**src/rtl/rail_sup_pkg.sv**
```systemverilog
`timescale 1ns/1ps
package rail_sup_pkg;
  // cycles = floor(hz * t / scale), never below one
  function automatic int unsigned to_cycles(input longint unsigned hz,
                                            input longint unsigned t,
                                            input longint unsigned scale);
    longint unsigned c;
    c = (hz * t) / scale;
    if (c == 0) c = 1;
    return int'(c);
  endfunction
endpackage

```
**src/rtl/rail_sync.sv**
```systemverilog
`timescale 1ns/1ps
module rail_sync #(
  parameter int unsigned WIDTH  = 4,
  parameter int unsigned STAGES = 2
) (
  input  logic             clk_i,
  input  logic             rst_ni,
  input  logic [WIDTH-1:0] async_i,
  output logic [WIDTH-1:0] sync_o
);
  logic [STAGES-1:0][WIDTH-1:0] pipe_q;

  always_ff @(posedge clk_i or negedge rst_ni) begin
    if (!rst_ni) pipe_q <= '0;
    else         pipe_q <= {pipe_q[STAGES-2:0], async_i};
  end

  assign sync_o = pipe_q[STAGES-1];


  sync_latency_chk: assert property (@(posedge clk_i) disable iff (!rst_ni)
    $past(rst_ni, STAGES) |-> sync_o == $past(async_i, STAGES));
endmodule

```
**src/rtl/qual_delay.sv**
```systemverilog
`timescale 1ns/1ps
module qual_delay #(
  parameter int unsigned LIMIT = 10
) (
  input  logic clk_i,
  input  logic rst_ni,
  input  logic good_i,
  output logic ok_o
);
  localparam int unsigned CW = $clog2(LIMIT + 1);
  localparam logic [CW-1:0] LIM = CW'(LIMIT);

  logic [CW-1:0] cnt_q;
  logic          full;

  assign full = (cnt_q == LIM);

  always_ff @(posedge clk_i or negedge rst_ni) begin
    if (!rst_ni)      cnt_q <= '0;
    else if (!good_i) cnt_q <= '0;
    else if (!full)   cnt_q <= cnt_q + 1'b1;
  end

  assign ok_o = good_i & full;


  no_overflow_chk: assert property (@(posedge clk_i) disable iff (!rst_ni)
    cnt_q <= LIM);

  drop_clears_chk: assert property (@(posedge clk_i) disable iff (!rst_ni)
    !$past(good_i) |-> cnt_q == '0);

  rise_after_count_chk: assert property (@(posedge clk_i) disable iff (!rst_ni)
    $rose(ok_o) |-> $past(good_i) && $past(cnt_q) == LIM - 1'b1);
endmodule

```
**src/rtl/rail_supervisor.sv**
```systemverilog
`timescale 1ns/1ps
module rail_supervisor
  import rail_sup_pkg::*;
#(
  parameter int unsigned CLK_HZ    = 200_000_000,
  parameter int unsigned T_OUT_US  = 30,
  parameter int unsigned T_PG_MS   = 190,
  parameter int unsigned NUM_RAILS = 4
) (
  input  logic                 clk_i,
  input  logic                 rst_ni,
  input  logic [NUM_RAILS-1:0] rail_i,
  output logic [NUM_RAILS-2:0] en_o,
  output logic                 pwr_ok_o
);
  localparam int unsigned EN_CYC = to_cycles(CLK_HZ, T_OUT_US, 1_000_000);
  localparam int unsigned PG_CYC = to_cycles(CLK_HZ, T_PG_MS, 1_000);
  localparam int unsigned NUM_EN = NUM_RAILS - 1;

  logic [NUM_RAILS-1:0] rail_s;
  logic                 all_good;

  rail_sync #(.WIDTH(NUM_RAILS), .STAGES(2)) u_sync (
    .clk_i  (clk_i),
    .rst_ni (rst_ni),
    .async_i(rail_i),
    .sync_o (rail_s)
  );

  // the last rail has no enable; it only gates power-good
  for (genvar g = 0; g < NUM_EN; g++) begin : g_en
    qual_delay #(.LIMIT(EN_CYC)) u_en (
      .clk_i (clk_i),
      .rst_ni(rst_ni),
      .good_i(rail_s[g]),
      .ok_o  (en_o[g])
    );


    en_own_rail_chk: assert property (@(posedge clk_i) disable iff (!rst_ni)
      $rose(en_o[g]) |-> $past(rail_s[g]));
  end

  assign all_good = &rail_s;

  qual_delay #(.LIMIT(PG_CYC)) u_pg (
    .clk_i (clk_i),
    .rst_ni(rst_ni),
    .good_i(all_good),
    .ok_o  (pwr_ok_o)
  );


  pg_needs_all_chk: assert property (@(posedge clk_i) disable iff (!rst_ni)
    $rose(pwr_ok_o) |-> $past(&rail_s));

  if (PG_CYC >= EN_CYC) begin : g_pg_order

    pg_implies_en_chk: assert property (@(posedge clk_i) disable iff (!rst_ni)
      pwr_ok_o |-> &en_o);
  end
endmodule

```
**config.mk**
```make
export PLATFORM = sky130hd
export DESIGN_NAME = rail_supervisor
export DESIGN_NICKNAME = d
export VERILOG_FILES = /design/src/rtl/rail_sup_pkg.sv /design/src/rtl/rail_sync.sv /design/src/rtl/qual_delay.sv /design/src/rtl/rail_supervisor.sv
export SDC_FILE = /design/constraint.sdc
export NUM_CORES = 1
export LEC_CHECK = 0
export BUFFER_PORTS_ARGS = -buffer_cell sky130_fd_sc_hd__buf_2
export CORE_AREA = 5 5 118 64
export DETAILED_ROUTE_END_ITERATION = 6
export DIE_AREA = 0 0 123 69
export PLACE_DENSITY = 0.76
export RECOVER_POWER = 50
export SLEW_MARGIN = 0
export SYNTH_ARGS = -nofsm -noshare
export SYNTH_HDL_FRONTEND = slang
export SYNTH_SLANG_ARGS = --single-unit
export TNS_END_PERCENT = 100
```
**constraint.sdc**
```tcl
create_clock -name clk_i -period 2.8 [get_ports clk_i]
set_input_delay 0.28 -clock clk_i [delete_from_list [all_inputs] [get_ports clk_i]]
set_output_delay 0.28 -clock clk_i [all_outputs]
set_load 0.01 [all_outputs]
```
==> flow_summary.yaml <==
global_route:
  grt_start_max_net_pins: 74
  grt_pass1_wl_mm: 12.5
  first_global_vias: 2618
  antenna_found_initial: 0
  grt_use_total_pct: 18.5
  grt_remaining_overflow: 0
finish:
  final_nets: 393
  fillers: 495
  area_delta_synth_final_pct: 10.6
  num_antenna_cells: 0
  regArea_um2: 1830
  drive_above_1_share_pct: 7.83
  layoutNonFillerInstCount: 475
  multi_input_area_um2: 1780
worst_setup_path:
  cp_slowest_cell: "or4b_1"
  cp_max_fo: 5
  worstSetupStartpoint: "g_en[1].u_en.cnt_q[0]$_DFFE_PN0N_"
  rrSetupSlack_ns: 0.82
  slowest_delay_ns: 0.48
  worst-path-stages: 6
  cp-end-kind: "output port"
  worstPathRequired_ns: 2.52
  reg2regPathDepth: 4
  start_kind: "flop"
  critical_path_class: "flop to output port"
  crit_chain: "inv_1 -> ha_1 -> or4b_1 -> nor4_4 -> and2_1 -> buf_2"
  cp.arrival_ns: 2.11
  r2r-start: "u_pg.cnt_q[12]$_DFFE_PN0P_"
  path_delay_family: "simple AND/OR/NAND/NOR gates"
  cp_num_buf_inv: 2
  critPathCapture: "en_o[1]"
  r2r-end: "u_pg.cnt_q[25]$_DFFE_PN0P_"
routing:
  dr.pass1.iters: 4
  initialDrtViolationCount: 247
  drt_wl_total_mm: 6.89
  drc: 0
  routed_via_density: 5.75
  ant_nets: 0
  wl_per_cell_um: 14.5
  vias: 2731
yosys:
  syn-cell-area_um2: 3730
  syn_nets: 384
  postSynthCellCount: 369
  synth_cell_types: 37
  synth_warnings: 0
  synth_seq_cells: 73
  yosysSeqAreaShare_pct: 49.0
  avgSynthCellArea_um2: 10.1
pwr:
  clkPwrFrac_pct: 48.7
  internal-power_mw: 1.78
  p_comb_share_pct: 3.0
  cellPowerDensity_nw_per_um2: 549
  worst_ir_drop_vdd_uv: 446
  finalPower_mw: 2.27
  seqPwrFrac_pct: 48.3
  power.switching_uw: 481
  swShare_pct: 21.2
  p_leak_nw: 1.68
floorplan:
  dieArea_um2: 8490
  die_x_um: 123
  num_io_pins: 10
  core-area_um2: 6440
  std_cell_rows: 21
  die_height_um: 69
  start_util_pct: 58.0
placed_design:
  gp_congestion: 0.802
  hpwl_mm: 4.61
  dp_cells: 459
  io_buffer_count: 9
sta:
  tightest_slew_ns: 1.73
  setup-tns-final_ns: 0
  slew_viol_final: 74
  max-slew-margin-rel_pct: -15.6
  hold_viol_final: 0
  fmax_mhz: 418
  fin_crit_ns: 2.39
  setup_viol: 0
  rsz0062_at_grt: "false"
  layout_worst_path_cycle_share_pct: 85.4
  finClkSkew_ns: 0.00464
cts:
  cts_tree: "yes"
  cts_hold_buffers: 0
  cts_made_buffers: 9
  post-cts-setup-buffers: 0
  clk_latency_ns: 0.33
  clockBufferDepth: 2
  root_buffer: "clkbuf_16"
  cts.sinks: 73
  cts.repair.resized: 0
  htreeDepth: 3
  cts.clk_slew.worst_paths_ns: 0.05
min_path:
  hold_path.class: "input port to flop"
  min_path_cells: 1
outcome:
  status: "finished, violations left"
  violations: "capacitance limit, slew limit"
job:
  max_cap_viol_count: 1
## cell type report
| class | instances | area share (%) |
|---|---|---|
| multi-input combinational | 268 | 43.2 |
| clock buffer | 11 | 5.64 |
| sequential | 73 | 44.3 |
| timing repair buffer | 10 | 1.27 |
| tap | 92 | 2.79 |
| clock inverter | 5 | 1.36 |
| inverter | 16 | 1.45 |
## registers in the layout, summed over array words and instances, names as in the netlist
register and count:
g_en.u_en.cnt_q 39, u_sync.sync_o 4, u_sync.pipe_q 4, u_pg.cnt_q 26
## power by group through the flow
stage               logic, mW  registers (mW)  clock network (mW)
CTS                    0.0718            1.09                1.14
finish                 0.0684            1.09                1.10
floorplan              0.0414            1.10                   0
global placement       0.0691            1.11                   0
detailed placement     0.0714            1.11                   0
global route           0.0822            1.10                1.19
## logic make-up (layout without fill, tap and decap cells)
kind of cell,after synthesis,in the layout,share of synthesized area [%]
AOI/OAI and AO/OA,43,43,6.64
and+or+nand+nor,174,174,28.2
DFF,73,73,49.0
buffers and inverters,28,42,3.22
xor gates and xnor gates,38,38,8.92
adders and majority gates,9,9,3.02
muxes,4,4,1.07
## cells in the final DEF (no fill, tap or decap), types with 7 or more instances in the layout
cell       instances
dfrtp_1           73
nand3_1           25
nor2_1            23
xnor2_1           23
and2_1            21
nand4_1           19
a21oi_1           18
inv_1             16
nand2_1           15
xor2_1            15
o21ai_0           12
or3_1             10
or4_1              9
nor3_1             9
ha_1               9
clkbuf_16          9
o31ai_1            8
buf_2              8
and4_1             7
## metrics by stage
step                worst slack, ns  hold slack, ns  area, um^2  util, %
CTS                           0.376          0.0370        4130     64.2
detailed placement            0.741           0.336        3840     59.7
global placement              0.778           0.332        3840     59.7
floorplan                     0.834         -0.0156        3730        -
finish                        0.408          0.0514        4130     64.1
global route                  0.247          0.0376        4130     64.1
## how the worst min path moves through the flow
stage	startpoint	to	slack, ns
floorplan	rst_ni	g_en[0].u_en.cnt_q[0]$_DFFE_PN0N_	-0.02
global placement	u_sync.pipe_q[2]$_DFF_PN0_	u_sync.sync_o[2]$_DFF_PN0_	0.33
detailed placement	u_sync.pipe_q[2]$_DFF_PN0_	u_sync.sync_o[2]$_DFF_PN0_	0.34
CTS	rail_i[3]	u_sync.pipe_q[3]$_DFF_PN0_	0.04
global route	rail_i[0]	u_sync.pipe_q[0]$_DFF_PN0_	0.04
finish	rail_i[3]	u_sync.pipe_q[3]$_DFF_PN0_	0.05
## per-layer routing
metal  vias to the layer above  wire length (um)  track usage, %
met3                        10               391            7.19
li1                       1336                 -               -
met2                        61              2790            25.0
met5                         -                 0               0
met4                         0                88            5.52
met1                      1324              3620            27.4
## Yosys cell counts
cell type,n,share of area (%)
nor3b_1,2,0.40
buf_4,4,0.80
and2_1,21,3.5
dfrtp_1,73,49
and2_2,1,0.20
or4_4,1,0.30
inv_1,16,1.6
clkbuf_1,8,0.80
nor3_1,9,1.2
mux2i_1,4,1.1
nand2b_1,3,0.50
or3_1,10,1.7
nor4_4,2,1.1
a21boi_0,3,0.60
or4b_1,1,0.27
nand4bb_1,1,0.30
o21ai_0,12,1.6
nand3b_1,1,0.20
xor2_1,15,3.5
nor4b_1,5,1.2
or4_1,9,1.8
nand2_1,15,1.5
nand3_1,25,3.4
nand4_1,19,3.2
and4_1,7,1.6
nor4_1,6,1.0
a21oi_1,18,2.4
or3b_2,1,0.23
nor2b_1,4,0.67
o21a_1,2,0.40
xnor2_1,23,5.4
nand3_2,1,0.27
and3_1,6,1.0
nor4bb_1,1,0.27
o31ai_1,8,1.6
ha_1,9,3.0
nor2_1,23,2.3
No activity file was read; power rests on OpenSTA's default activity.
